### src/rtl/csp_pkg.sv
package csp_pkg;
  localparam int WORD_W = 16;
  localparam int REG_W  = 8;
  localparam int ADDR_W = 5;
  localparam int CNT_W  = 5;

  // bit positions inside an inbound control word
  localparam int OP_BIT   = 13;
  localparam int ADDR_LSB = 8;

  typedef struct packed {
    logic       start;     // accept a frame-sync this edge
    logic       startSec;  // the accepted frame is a control frame
    logic       shiftEn;   // one of the 16 bit slots
    logic       patchRd;   // slot where read data replaces the low byte
    logic       commit;    // word complete, apply its effects
    logic       secFrame;  // current frame is a control frame
    logic [3:0] bitIdx;    // outbound bit position for this slot
  } cspStrobe_t;
endpackage

### src/rtl/csp_ctrl.sv
module csp_ctrl
  import csp_pkg::*;
(
  input  logic       clk,
  input  logic       rstN,
  input  logic       fsync,
  input  logic       reqBit,
  input  logic       mode16,
  output cspStrobe_t st
);
  localparam logic [CNT_W-1:0] LAST_SLOT  = CNT_W'(WORD_W);
  localparam logic [CNT_W-1:0] PATCH_SLOT = CNT_W'(WORD_W - REG_W);

  logic             busy;
  logic             secPend;
  logic             secFrame;
  logic [CNT_W-1:0] slotCnt;

  always_comb begin
    st.start    = fsync & ~busy;
    st.startSec = secPend;
    st.shiftEn  = busy & (slotCnt < LAST_SLOT);
    st.patchRd  = busy & secFrame & (slotCnt == PATCH_SLOT);
    st.commit   = busy & (slotCnt == LAST_SLOT);
    st.secFrame = secFrame;
    st.bitIdx   = ~slotCnt[3:0];
  end

  always_ff @(posedge clk) begin
    if (!rstN) begin
      busy     <= 1'b0;
      secPend  <= 1'b0;
      secFrame <= 1'b0;
      slotCnt  <= '0;
    end else if (st.start) begin
      busy     <= 1'b1;
      secFrame <= secPend;
      secPend  <= 1'b0;
      slotCnt  <= '0;
    end else if (busy) begin
      if (st.commit) begin
        busy <= 1'b0;
        if (!secFrame && !mode16 && reqBit) secPend <= 1'b1;
      end else begin
        slotCnt <= slotCnt + 1'b1;
      end
    end
  end
endmodule

### src/rtl/csp_datapath.sv
module csp_datapath
  import csp_pkg::*;
#(
  parameter int NUM_REGS = 8,
  parameter int MODE_REG = 1,
  parameter int MISC_REG = 2
) (
  input  logic              clk,
  input  logic              rstN,
  input  cspStrobe_t        st,
  input  logic              din,
  input  logic [WORD_W-1:0] adcSample,
  input  logic              masterInd,
  input  logic [WORD_W-1:0] altData,
  output logic              dout,
  output logic [WORD_W-1:0] daSample,
  output logic              daValid,
  output logic              flag,
  output logic              reqBit,
  output logic              mode16
);
  localparam int IDX_W = (NUM_REGS > 1) ? $clog2(NUM_REGS) : 1;
  localparam logic [ADDR_W-1:0] REG_LIMIT = ADDR_W'(NUM_REGS);

  logic [WORD_W-1:0] altMeta, altSync;
  logic [WORD_W-1:0] shiftReg, outWord, wordSel;
  logic [REG_W-1:0]  regBank [NUM_REGS];
  logic [REG_W-1:0]  rdByte;
  logic [ADDR_W-1:0] earlyAddr, fullAddr;
  logic              earlyRead, phoneOn, wrOk;

  assign reqBit  = shiftReg[0];
  assign mode16  = regBank[MODE_REG][0];
  assign flag    = regBank[MISC_REG][0];
  assign phoneOn = regBank[MISC_REG][1];

  // after 8 slots the shift register holds inbound bits 15..8
  assign earlyAddr = shiftReg[ADDR_W-1:0];
  assign earlyRead = shiftReg[OP_BIT-ADDR_LSB];
  assign fullAddr  = shiftReg[ADDR_LSB +: ADDR_W];
  assign wrOk      = st.secFrame && !shiftReg[OP_BIT] &&
                     (shiftReg[WORD_W-1 -: 2] == 2'b00) && (fullAddr < REG_LIMIT);

  always_comb begin
    rdByte = '0;
    if (earlyAddr < REG_LIMIT) rdByte = regBank[earlyAddr[IDX_W-1:0]];
    wordSel = outWord;
    if (st.patchRd && earlyRead) wordSel[REG_W-1:0] = rdByte;
  end

  always_ff @(posedge clk) begin
    if (!rstN) begin
      altMeta <= '0;
      altSync <= '0;
    end else begin
      altMeta <= altData;
      altSync <= altMeta;
    end
  end

  always_ff @(posedge clk) begin
    if (!rstN) begin
      shiftReg <= '0;
      outWord  <= '0;
      dout     <= 1'b0;
    end else if (st.start) begin
      shiftReg <= '0;
      dout     <= 1'b0;
      if (st.startSec)
        outWord <= phoneOn ? altSync : '0;
      else
        outWord <= mode16 ? adcSample : {adcSample[WORD_W-1:1], masterInd};
    end else if (st.shiftEn) begin
      shiftReg <= {shiftReg[WORD_W-2:0], din};
      dout     <= wordSel[st.bitIdx];
      outWord  <= wordSel;
    end else begin
      dout <= 1'b0;
    end
  end

  always_ff @(posedge clk) begin
    if (!rstN) begin
      daSample <= '0;
      daValid  <= 1'b0;
    end else begin
      daValid <= 1'b0;
      if (st.commit && !st.secFrame) begin
        daSample <= mode16 ? shiftReg : {shiftReg[WORD_W-1:1], 1'b0};
        daValid  <= 1'b1;
      end
    end
  end

  for (genvar g = 0; g < NUM_REGS; g++) begin : gReg
    always_ff @(posedge clk) begin
      if (!rstN)
        regBank[g] <= '0;
      else if (st.commit && wrOk && (fullAddr == ADDR_W'(g)))
        regBank[g] <= shiftReg[REG_W-1:0];
    end
  end
endmodule

### src/rtl/codec_serial_port.sv
module codec_serial_port
  import csp_pkg::*;
#(
  parameter int NUM_REGS = 8
) (
  input  logic              clk,
  input  logic              rstN,
  input  logic              fsync,
  input  logic              din,
  output logic              dout,
  input  logic [WORD_W-1:0] adcSample,
  input  logic              masterInd,
  output logic [WORD_W-1:0] daSample,
  output logic              daValid,
  input  logic [WORD_W-1:0] altData,
  output logic              flag
);
  cspStrobe_t st;
  logic       reqBit;
  logic       mode16;

  csp_ctrl u_ctrl (
    .clk    (clk),
    .rstN   (rstN),
    .fsync  (fsync),
    .reqBit (reqBit),
    .mode16 (mode16),
    .st     (st)
  );

  csp_datapath #(.NUM_REGS(NUM_REGS)) u_dp (
    .clk       (clk),
    .rstN      (rstN),
    .st        (st),
    .din       (din),
    .adcSample (adcSample),
    .masterInd (masterInd),
    .altData   (altData),
    .dout      (dout),
    .daSample  (daSample),
    .daValid   (daValid),
    .flag      (flag),
    .reqBit    (reqBit),
    .mode16    (mode16)
  );
endmodule

### config.mk
export PLATFORM = sky130hd
export DESIGN_NAME = codec_serial_port
export DESIGN_NICKNAME = d
export VERILOG_FILES = /design/src/rtl/csp_pkg.sv /design/src/rtl/csp_ctrl.sv /design/src/rtl/csp_datapath.sv /design/src/rtl/codec_serial_port.sv
export SDC_FILE = /design/constraint.sdc
export NUM_CORES = 1
export LEC_CHECK = 0
export ABC_AREA = 1
export BUFFER_PORTS_ARGS = -buffer_cell sky130_fd_sc_hd__buf_2
export CAP_MARGIN = 5
export CORE_MARGIN = 8
export CORE_UTILIZATION = 40
export DETAILED_ROUTE_END_ITERATION = 10
export PLACE_DENSITY = 0.69
export SLEW_MARGIN = 20
export SYNTH_ARGS = -nofsm -noshare
export SYNTH_HDL_FRONTEND = slang
export SYNTH_SLANG_ARGS = --single-unit
### constraint.sdc
create_clock -name clk -period 2.01 [get_ports clk]
set_input_delay 0.402 -clock clk [delete_from_list [all_inputs] [get_ports clk]]
set_output_delay 0.402 -clock clk [all_outputs]
set_load 0.02 [all_outputs]
# Word-level counts from Yosys, hierarchy flattened
# Memories as Yosys holds them, arrays and structs flattened. A register that Yosys moved wholly into a read port is not among the register bits.
# Index checks and enable logic that the tools add are counted.
# W data, S select, Z words.
# word_totals
regBits	90
ramBits	64
inputBits	37
mem_count	1
# memory_table
name	words	word_bits	rd	rd_clocked_by_memory_dff	wr	line	rtl
u_dp.regBank	8	8	3	1	8	csp_datapath.sv:27	logic [REG_W-1:0] regBank [NUM_REGS];
# op_classes
add_sub_neg	1
magnitude_cmp	4
eq_ne	9
mux	49
bitwise	18
n_reduce_logical	26
# op_table
operator	count
$mux W8	11
$mux W16	3
$mux W1	32
$eq A5 B3 Y1 const B	4
$logic_and A1 B1 Y1	16
$eq A5 B2 Y1 const B	2
$lt A5 B4 Y1 const B	2
$or A1 B1 Y1	8
$mux W3	2
$add A5 B1 Y5 const B	1
$and A1 B1 Y1	5
$eq A5 B1 Y1 const B	1
$eq A5 B4 Y1 const B	1
$eq A5 B5 Y1 const B	1
$logic_not A5 Y1	1
$lt A4 B5 Y1 const B	1
$lt A5 B5 Y1 const B	1
$bmux W1 S4	1
$not A1 Y1	4
$not A4 Y4	1
$logic_not A1 Y1	3
$reduce_and A3 Y1	1
$reduce_or A3 Y1	1
$logic_not A2 Y1	1
other kinds (3)	3

# Logic depth before layout (Yosys ltp)
# Gate-level depths: netlist of run 1.
# logic_depth
word_depth	10
ltp_mapped	15
depth_no_buf	14

# Cells and area by module
# Synthesis of run 1 repeated with hierarchy kept, for this count alone.
# unflattened
hier_cells	801
area_unflattened_um2	6799.0
# by_module_without_submodules
mod	instances	cells_each	area_per_inst_um2
csp_datapath	1	736	6336.1
csp_ctrl	1	65	462.9

# Least setup slack after synthesis of run 1
# OpenSTA, ideal clock, no wires.
# synth_timing
path_type	flip-flop to flip-flop
startpoint	reg u_ctrl.slotCnt[1]
endpoint	mem u_dp.regBank[2][0], enable pin
setup_time_ps	384
arrival_ps	1840
t_required_ps	1626
slack_ps	-214
path_stages_with_launch	9
period_less_slack_ps	2224
path_cell_list	dfxtp_1 -> inv_1 -> ha_1 -> nand3_1 -> nor2_2 -> nand4_1 -> inv_2 -> nand3b_4 -> o21ai_0
# synth_rtl
item	line	rtl
start: declaration	csp_ctrl.sv:17	logic [CNT_W-1:0] slotCnt;
start signal: assignment	csp_ctrl.sv:45	slotCnt <= slotCnt + 1'b1;
end: declaration	csp_datapath.sv:27	

==> results of run 1 <==
-- power by group through the flow --
stage	clock network [mW]	logic (mW)	registers [mW]
6_report	3.13	0.505	3.47
3_3_place_gp	0	0.498	3.53
4_1_cts	3.18	0.503	3.47
3_5_place_dp	0	0.499	3.54
2_1_floorplan	0	0.321	3.52
5_1_grt	3.32	0.567	3.48
-- synthesized netlist by cell type (all sizes together) --
cell	n	area, µm²
clkbuf	24	90.09
inv	79	296.5
o31ai	3	22.52
o22ai	1	6.260
nand3b	1	20.02
nor3	1	5.000
nand3	59	307.8
clkinv	7	26.28
buf	14	68.81
a22oi	1	7.510
a21oi	54	270.3
o21a	1	7.510
o41ai	4	35.03
dfxtp	93	1862
o21ai	52	260.2
ha	2	25.02
nor2	134	554.3
xor2	1	8.760
nand2	182	715.7
o211ai	1	7.510
o32ai	1	8.760
edfxtp	64	1922
nand4	2	12.51
nor3b	1	7.510
-- layout make-up --
cell class | instances | area, µm² | share of cell area
tap | 216 | 270.3 | 0.03481
inverter | 86 | 322.8 | 0.04158
sequential | 157 | 3784 | 0.4873
multi-input combinational | 501 | 2282 | 0.2940
clock inverter | 12 | 127.6 | 0.01644
timing repair buffer | 86 | 520.5 | 0.06704
clock buffer | 20 | 456.7 | 0.05882
-- registers in the layout, summed over array words and instances, names as in the netlist, named ones only --
name	cells
u_ctrl.slotCnt	5
u_dp.outWord	16
u_dp.daValid	1
u_dp.shiftReg	16
u_dp.dout	1
u_ctrl.secPend	1
u_dp.daSample	16
u_dp.altMeta	16
u_dp.altSync	16
u_ctrl.busy	1
u_ctrl.secFrame	1
u_dp.regBank	64
-- stage by stage --
| step | power [mW] | setup slack [ns] | util | std cells |
|---|---|---|---|---|
| detailed placement | 4.037 | 0.1382 | 0.4503 | 1046 |
| finish | 7.107 | 0.1380 | 0.4870 | 1078 |
| global placement | 4.032 | 0.1607 | 0.4503 | 1046 |
| floorplan | 3.844 | -0.2142 | - | 782 |
| global route | 7.368 | 0.02465 | 0.4870 | 1078 |
| CTS | 7.151 | 0.1275 | 0.4870 | 1078 |
-- worst min-delay path, delay by kind of cell --
kind / cells / cell delay (ns)
buf+inv: 2 / 0.11
simple gates: 1 / 0.04
-- cell families (layout without fill, tap and decap cells) --
| family | count (synthesis) | count (layout) | share of synthesized area |
|---|---|---|---|
| xor gates and xnor gates | 1 | 1 | 0.001338 |
| adders and majority gates | 2 | 2 | 0.003821 |
| buffers and inverters | 124 | 204 | 0.07357 |
| and+or+nand+nor | 380 | 380 | 0.2479 |
| AOI/OAI and AO/OA | 118 | 118 | 0.09555 |
| DFF | 157 | 157 | 0.5779 |
-- routing by layer --
layer / wire length [µm] / up-vias / global-route usage
li1: - / 2647 / -
met1: 6852 / 2419 / 0.2079
met2: 7272 / 173 / 0.2447
met3: 879 / 38 / 0.02853
met4: 514 / 0 / 0.08412
met5: 0 / - / 0
-- worst paths after layout --
path,cells past startpoint,to,slack [ns]
setup / recovery,9,u_dp.regBank[6][0],0.14
hold / removal,3,u_dp.altMeta[8],0.16
setup reg to reg,9,u_dp.regBank[6][0],0.14
hold reg to reg,2,u_dp.altSync[14],0.41
==> metrics.cfg, run 1 <==
[global_route]
grt_pass1_vias=4951
grt_pass1_wl_mm=25.30
overflow=0
track_usage=0.1587
antenna_found_initial=0
grt_max_degree=36

[logic_synthesis]
ys_warn_count=0
yosysUniqueCellTypes=33
seq_area_frac_synth=0.5779
synth_nets=821
syn_area_um2=6548
netlist_instances=782
yosys_register_bits=157
synth_area_per_cell_um2=8.373

[power]
pwr-share-comb=0.071
internal_power_mw=5.398
p_sw_mw=1.709
clockPowerShare=0.441
power_leakage_nw=3.381
seqPwrFrac=0.488
powerDensity_nw_per_um2=915.4
switching_share=0.2405
max-vdd-ir-drop_uv=635.1

[cts]
post_cts_buffers=0
clockBufferDepth=2
insertion_delay_ns=0.42
h-tree-depth=4
cts_tree=done
cts_buffers=17
post_cts_resize_count=0
ctsHoldBuffers=0
clockRootBuffer=clkbuf_16
clock_sink_count=157
cts.clk_slew.worst_paths_ns=0.06

[timing]
fin_crit_sh=0.9314
period_minus_slack_ns=1.872
hold_viol_final=0
slew_headroom=0.7095
tns_ns=0
setup_viol=0
slew_violations=0
worst_pin_slew_ns=0.4331
rsz0062_at_grt=no
hold_slack_ns=0.1623
max_freq_ghz=0.5342
skew_ns=0.008646

[worst_setup_path]
cp_slowest_cell=dfxtp_1
worstPathMaxFanout=8
cpPeakStageDelay_ns=0.31
crit_path_start=u_ctrl.slotCnt[1]
critical_path_arrival_ns=2.00
worst-path-buf-inv=3
critical_path_class=flip-flop to flip-flop
crit_chain=inv_1 > ha_1 > nand3_1 > nor2_2 > nand4_1 > inv_2 > nand3_4 > o21ai_0 > buf_4
cp-start-kind=flip-flop
r2r-start=u_ctrl.slotCnt[1]
worstSetupEndpointType=flip-flop
cp.required_ns=2.13
cp_top_family=simple AND/OR/NAND/NOR gates

[floorplan]
rows=46
die-height_um=143.9
die_w_um=143.9
start_util=0.4107
core_um2=15940
io_pins=56
die-area_um2=20720

[finish]
fill_cells=1473
drive_gt1_frac=0.1705
final_cell_mix=171 x nand2_1, 121 x nor2_1, 93 x dfxtp_1
num-nets-final=888
syn_to_final_growth_pct=18.57
final_cell_area_um2=7764
mostFrequentLayoutCell=nand2_1
diodes=0

[detailed_routing]
num_vias=5277
drc_errors=0
viasPerCell=4.895
drt-pass1-iter-count=5
wl_per_cell_um=14.40
antenna_left=0
wl_mm=15.52
drt_iter0_markers=513

[run]
maxCapViolCount=0

[status]
status=complete, no violations

[place]
dp_hpwl_mm=11.05
dpl-instance-area_um2=7179
portBuffers=55
gp_congestion=0.8849

[hold_path]
worstHoldStart=altData[8]
hold_class=input port to flip-flop

(Power assumes the default switching activity.)
==> run 2: changes to the inputs <==
- CORE_UTILIZATION: 40 -> 50
- GPL_TIMING_DRIVEN: unset -> 0
- PLACE_DENSITY: 0.69 -> 0.81
==> run 2 against run 1 <==
Net effect: the flow now finishes with violations (negative setup slack); global-route usage is 6.8 points higher; sequential share of layout area decreased by 1.5 points; clock skew is 0.0013 ns lower; clock power barely moved; hold slack lost 0.012 ns; combinational power is 20% higher; die area decreased by 18%; design area grew 3.4%; via count grew 12%; critical path depth stayed put; flip-flop and latch count unchanged; cell count is 1.7% lower; critical path type unchanged; largest cell class unchanged; highest routed layer unchanged.
==> metrics.cfg, run 2 (same netlist as run 1, synthesis figures left out) <==
[place]
portBuffers=55  ; unchanged
dp_hpwl_mm=11.17  ; was 11.05 mm
gp_congestion=0.8616  ; was 0.8849

[timing]
hold_viol_final=0  ; unchanged
slew_headroom=0.5189  ; was 0.7095
slew_violations=0  ; unchanged
period_minus_slack_ns=2.020  ; was 1.872 ns
rsz0062_at_grt=yes  ; was no
fin_crit_sh=1.005  ; was 0.9314
max_freq_ghz=0.4951  ; was 0.5342 GHz
setup_viol=8  ; was 0
hold_slack_ns=0.1501  ; was 0.1623 ns
worst_pin_slew_ns=0.7216  ; was 0.4331 ns
fin_ws_ns=-0.009617  ; was 0.1380 ns
tns_ns=-0.02796  ; was 0 ns
skew_ns=0.007342  ; was 0.008646 ns

[cts]
clock_sink_count=157  ; unchanged
ctsHoldBuffers=0  ; unchanged
cts_tree=done  ; unchanged
clockBufferDepth=2  ; unchanged
h-tree-depth=4  ; unchanged
clockRootBuffer=clkbuf_16  ; unchanged
cts_buffers=17  ; unchanged
insertion_delay_ns=0.43  ; was 0.42 ns
cts.clk_slew.worst_paths_ns=0.06  ; about the same

[hold_path]
worstHoldStart=altData[2]  ; was altData[8]
min_to=u_dp.altMeta[2]  ; was u_dp.altMeta[8]
hold_class=input port to flip-flop  ; unchanged
hold_path_depth=3  ; unchanged

[status]
status=finished, violations left  ; was complete, no violations
violations=negative setup slack

[detailed_routing]
antenna_left=0  ; unchanged
num_vias=5897  ; was 5277
drc_errors=0  ; unchanged
wl_per_cell_um=17.97  ; was 14.40 µm
wl_met3_mm=1.882  ; was 879 µm
met2_length_mm=9.113  ; was 7.272 mm
wl_mm=19.05  ; was 15.52 mm
wl_met1_mm=7.009  ; was 6.852 mm
highest_layer=met4  ; unchanged
drt-pass1-iter-count=6  ; was 5
viasPerCell=5.563  ; was 4.895
drt_iter0_markers=807  ; was 513

[worst_setup_path]
ff2ff_setup_slack_ns=-0.01  ; was 0.14 ns
reg2reg_to=u_dp.regBank[2][5]  ; was u_dp.regBank[6][0]
cp_slowest_cell=dfxtp_4  ; was dfxtp_1
cpPeakStageDelay_ns=0.36  ; was 0.31 ns
critical_path_class=flip-flop to flip-flop  ; unchanged
worst-path-buf-inv=3  ; unchanged
reg2reg_depth=9  ; unchanged
crit_path_start=u_ctrl.slotCnt[1]  ; unchanged
critical_path_arrival_ns=2.16  ; was 2.00 ns
crit_chain=inv_4 > ha_4 > nand3_4 > nor2_4 > nand4_1 > inv_2 > nand3b_4 > o21ai_4 > buf_12  ; was inv_1 > ha_1 > nand3_1 > nor2_2 > nand4_1 > inv_2 > nand3_4 > o21ai_0 > buf_4
r2r-start=u_ctrl.slotCnt[1]  ; unchanged
worstPathMaxFanout=8  ; unchanged
cp-start-kind=flip-flop  ; unchanged
worstSetupEndpointType=flip-flop  ; unchanged
cp_top_family=simple AND/OR/NAND/NOR gates  ; unchanged
cp.required_ns=2.15  ; was 2.13 ns

[floorplan]
rows=42  ; was 46
die-height_um=130.4  ; was 143.9 µm
start_util=0.5024  ; was 0.4107
die_w_um=130.4  ; was 143.9 µm
die-area_um2=17010  ; was 20720 µm²
io_pins=56  ; unchanged
core_um2=13030  ; was 15940 µm²

[finish]
num-nets-final=910  ; was 888
fill_cells=1028  ; was 1473
largest_reg_flops=64  ; unchanged
mostFrequentLayoutCell=nand2_1  ; unchanged
final_cell_mix=170 x nand2_1, 110 x nor2_1, 91 x dfxtp_1  ; was 171 x nand2_1, 121 x nor2_1, 93 x dfxtp_1
regMostFlops=u_dp.regBank  ; unchanged
drive_gt1_frac=0.1946  ; was 0.1705
diodes=0  ; unchanged
syn_to_final_growth_pct=22.66  ; was 18.57%

[global_route]
track_usage=0.2269  ; was 0.1587
grt_pass1_wl_mm=29.33  ; was 25.30 mm
grt_max_degree=17  ; was 36
overflow=0  ; unchanged
grt_pass1_vias=5803  ; was 4951
antenna_found_initial=0  ; unchanged

[power]
power_leakage_nw=3.486  ; was 3.381 nW
max-vdd-ir-drop_uv=728.3  ; was 635.1 µV
powerDensity_nw_per_um2=896.0  ; was 915.4 nW/µm²

[run]
maxCapViolCount=0  ; unchanged

==> run 2: metrics by stage <==
step / std cells / utilization / cell area, µm² / total power, mW / setup WS [ns]
finish: 1060 / 0.6163 / 8031 / 7.196 / -0.009617
global route: 1060 / 0.6163 / 8031 / 7.372 / -0.08352
CTS: 1053 / 0.6036 / 7866 / 7.091 / 0.01974
detailed placement: 1013 / 0.5404 / 7043 / 4.015 / -0.8623
global placement: 1013 / 0.5404 / 7043 / 3.999 / -0.9613
floorplan: 782 / - / 6548 / 3.844 / -0.2142
==> run 2: worst max-delay path by stage <==
stage | to | slack [ns] | depth (start not counted)
5_1_grt | u_dp.regBank[2][5] | -0.08 | 8
3_3_place_gp | u_dp.regBank[2][3] | -0.96 | 8
6_report | u_dp.regBank[2][5] | -0.01 | 9
3_5_place_dp | u_dp.regBank[0][5] | -0.86 | 8
4_1_cts | u_dp.regBank[7][5] | 0.02 | 8
2_1_floorplan | u_dp.regBank[2][0] | -0.21 | 8
==> run 2: cell type report <==
class                      count  area (µm²)  area share
buffer                        38       170.2     0.02119
clock buffer                  21       460.4     0.05733
multi-input combinational    501        2477      0.3085
inverter                      86       330.3     0.04113
timing repair buffer          70       475.5     0.05920
sequential                   157        3791      0.4720
tap                          176       220.2     0.02742
clock inverter                11       106.4     0.01324
==> run 2: repair_timing <==
action                     4_1_cts  5_1_grt
setup endpoints to repair      133      132
pin swaps                        8       11
resized for setup               28       31
buffers inserted                 8        7
==> run 2: power breakdown <==
group / total [mW] / switching (mW) / internal (mW)
clock network: 3.12 / 1.34 / 1.79
logic: 0.606 / 0.410 / 0.195
registers: 3.47 / 0.0482 / 3.42
total: 7.20 / 1.79 / 5.40
==> run 2: tightest hold or removal path, stage by stage <==
cell     delay, ns
buf_2         0.07
nand2_1       0.04
inv_1         0.04
==> run 2: layer usage <==
layer	global-route usage	up-vias
met4	0.1587	0
met2	0.3659	432
met3	0.05560	101
li1	-	2694
met1	0.2627	2670
met5	0	-
==> run 3: changes to the inputs <==
- CORE_MARGIN: 8 -> 2
==> run 3 against run 2 <==
Net effect: clock skew grew 0.0024 ns; the run still ends with negative setup slack left; die area shrank 18%; total power grew 2.1%; cell count shrank 0.38%; critical path depth shrank 2; clock power grew 5%; maximum frequency shrank 3.7%; non-clock buffer count is the same; combinational power shrank 3%.
==> metrics.cfg, run 3 (same netlist as run 1, synthesis figures left out) <==
[timing]
setup_viol=34  ; was 8
slew_violations=0  ; unchanged
slew_headroom=0.4744  ; was 0.5189
fin_ws_ns=-0.08790  ; was -0.009617 ns
worst_pin_slew_ns=0.7884  ; was 0.7216 ns
hold_slack_ns=0.1426  ; was 0.1501 ns
hold_viol_final=0  ; unchanged
skew_ns=0.009777  ; was 0.007342 ns
rsz0062_at_grt=yes  ; unchanged
period_minus_slack_ns=2.098  ; was 2.020 ns
max_freq_ghz=0.4767  ; was 0.4951 GHz
tns_ns=-2.064  ; was -0.02796 ns
fin_crit_sh=1.044  ; was 1.005

[place]
gp_congestion=0.8905  ; was 0.8616
dp_hpwl_mm=10.98  ; was 11.17 mm
dpl-instance-area_um2=7038  ; was 7043 µm²
portBuffers=55  ; unchanged
place_ws_ns=-0.8289  ; was -0.8623 ns

[global_route]
overflow=0  ; unchanged
track_usage=0.2537  ; was 0.2269
grt_pass1_vias=5457  ; was 5803
grt_max_degree=17  ; unchanged
antenna_found_initial=0  ; unchanged
grt_pass1_wl_mm=27.59  ; was 29.33 mm

[cts]
clockBufferDepth=2  ; unchanged
insertion_delay_ns=0.44  ; was 0.43 ns
cts.clk_slew.worst_paths_ns=0.06  ; about the same
clockRootBuffer=clkbuf_16  ; unchanged
ctsHoldBuffers=0  ; unchanged
cts_tree=done  ; unchanged
cts_buffers=17  ; unchanged
h-tree-depth=4  ; unchanged
clock_sink_count=157  ; unchanged

[power]
seqPwrFrac=0.472  ; was 0.482
powerDensity_nw_per_um2=911.6  ; was 896.0 nW/µm²
clockPowerShare=0.448  ; was 0.434
pwr-share-comb=0.080  ; was 0.084
power_leakage_nw=3.501  ; was 3.486 nW
power_mw=7.345  ; was 7.196 mW
max-vdd-ir-drop_uv=757.3  ; was 728.3 µV
p_sw_mw=1.773  ; was 1.793 mW
switching_share=0.2413  ; was 0.2492
internal_power_mw=5.573  ; was 5.403 mW

[worst_setup_path]
cp-start-kind=flip-flop  ; unchanged
critical_path_arrival_ns=2.20  ; was 2.16 ns
worstPathMaxFanout=8  ; unchanged
cp.required_ns=2.11  ; was 2.15 ns
worstSetupEndpointType=flip-flop  ; unchanged
critical_path_class=flip-flop to flip-flop  ; unchanged

[floorplan]
die-area_um2=14030  ; was 17010 µm²
die_w_um=118.4  ; was 130.4 µm
die-height_um=118.4  ; was 130.4 µm
start_util=0.5147  ; was 0.5024
core_um2=12720  ; was 13030 µm²
rows=41  ; was 42
io_pins=56  ; unchanged

[detailed_routing]
antenna_left=0  ; unchanged
wl_per_cell_um=17.13  ; was 17.97 µm
drc_errors=0  ; unchanged
num_vias=5808  ; was 5897
viasPerCell=5.500  ; was 5.563
wl_mm=18.09  ; was 19.05 mm
drt-pass1-iter-count=6  ; unchanged
drt_iter0_markers=727  ; was 807

[hold_path]
hold_class=input port to flip-flop  ; unchanged

[status]
violations=negative setup slack  ; unchanged
status=finished, violations left  ; unchanged

[finish]
mostFrequentLayoutCell=nand2_1  ; unchanged
final_cell_area_um2=8058  ; was 8031 µm²
regMostFlops=u_dp.regBank  ; unchanged
drive_gt1_frac=0.1912  ; was 0.1946
num-nets-final=910  ; unchanged
largest_reg_flops=64  ; unchanged
final_cell_mix=171 x nand2_1, 113 x nor2_1, 90 x dfxtp_1  ; was 170 x nand2_1, 110 x nor2_1, 91 x dfxtp_1
syn_to_final_growth_pct=23.07  ; was 22.66%
diodes=0  ; unchanged

[run]
maxCapViolCount=0  ; unchanged

run 3: cell type report:
cell class / instances / area [µm²]
plain buffers: 38 / 162.7
repair buffers: 70 / 475.5
multi-input cells: 501 / 2467
flip-flops and latches: 157 / 3790
clock inverters: 10 / 97.59
inverters: 86 / 332.8
clock buffers: 22 / 516.7
well taps: 172 / 215.2
fillers: 991 / 4664
run 3: layer usage:
| layer | global-route usage | wire [µm] | vias up |
|---|---|---|---|
| met1 | 0.3094 | 6693 | 2633 |
| met4 | 0.1481 | 887 | 0 |
| met2 | 0.4151 | 8644 | 400 |
| li1 | - | - | 2702 |
| met5 | 0 | 0 | - |
| met3 | 0.05405 | 1864 | 73 |
run 3: what timing repair did:
item                                    4_1_cts  5_1_grt
pin swaps                                     9       11
setup buffers                                12        3
resized for setup                            30       22
endpoints found under the setup margin      131      132
run 3: path summary, 6_finish.rpt:
path	from	end	slack (ns)	depth (start not counted)
worst min-delay path	altData[3]	u_dp.altMeta[3]	0.14	3
worst min register to register	u_dp.altMeta[4]	u_dp.altSync[4]	0.41	2
worst max register to register	u_ctrl.slotCnt[3]	u_dp.regBank[3][7]	-0.09	7
worst max-delay path	u_ctrl.slotCnt[3]	u_dp.regBank[3][7]	-0.09	7
run 3: power groups by stage:
stage	Combinational, mW	Clock (mW)	Sequential, mW
2_1_floorplan	0.321	0	3.52
3_3_place_gp	0.473	0	3.53
3_5_place_dp	0.479	0	3.53
4_1_cts	0.547	3.26	3.47
5_1_grt	0.632	3.41	3.48
6_report	0.587	3.29	3.47
run 3: metrics by stage:
step / std cells / util
final: 1056 / 0.6334
after global routing: 1056 / 0.6334
after CTS: 1053 / 0.6246
after detailed placement: 1009 / 0.5532
after global placement: 1009 / 0.5532
after floorplan: 782 / -
run 3: critical path: stages (launching register included):
cell      delay [ns]
dfxtp_2         0.36
nor2_2          0.21
nand3_4         0.11
nor2_4          0.15
nand4_1         0.12
inv_2           0.13
nand3b_4        0.26
o21ai_4         0.41
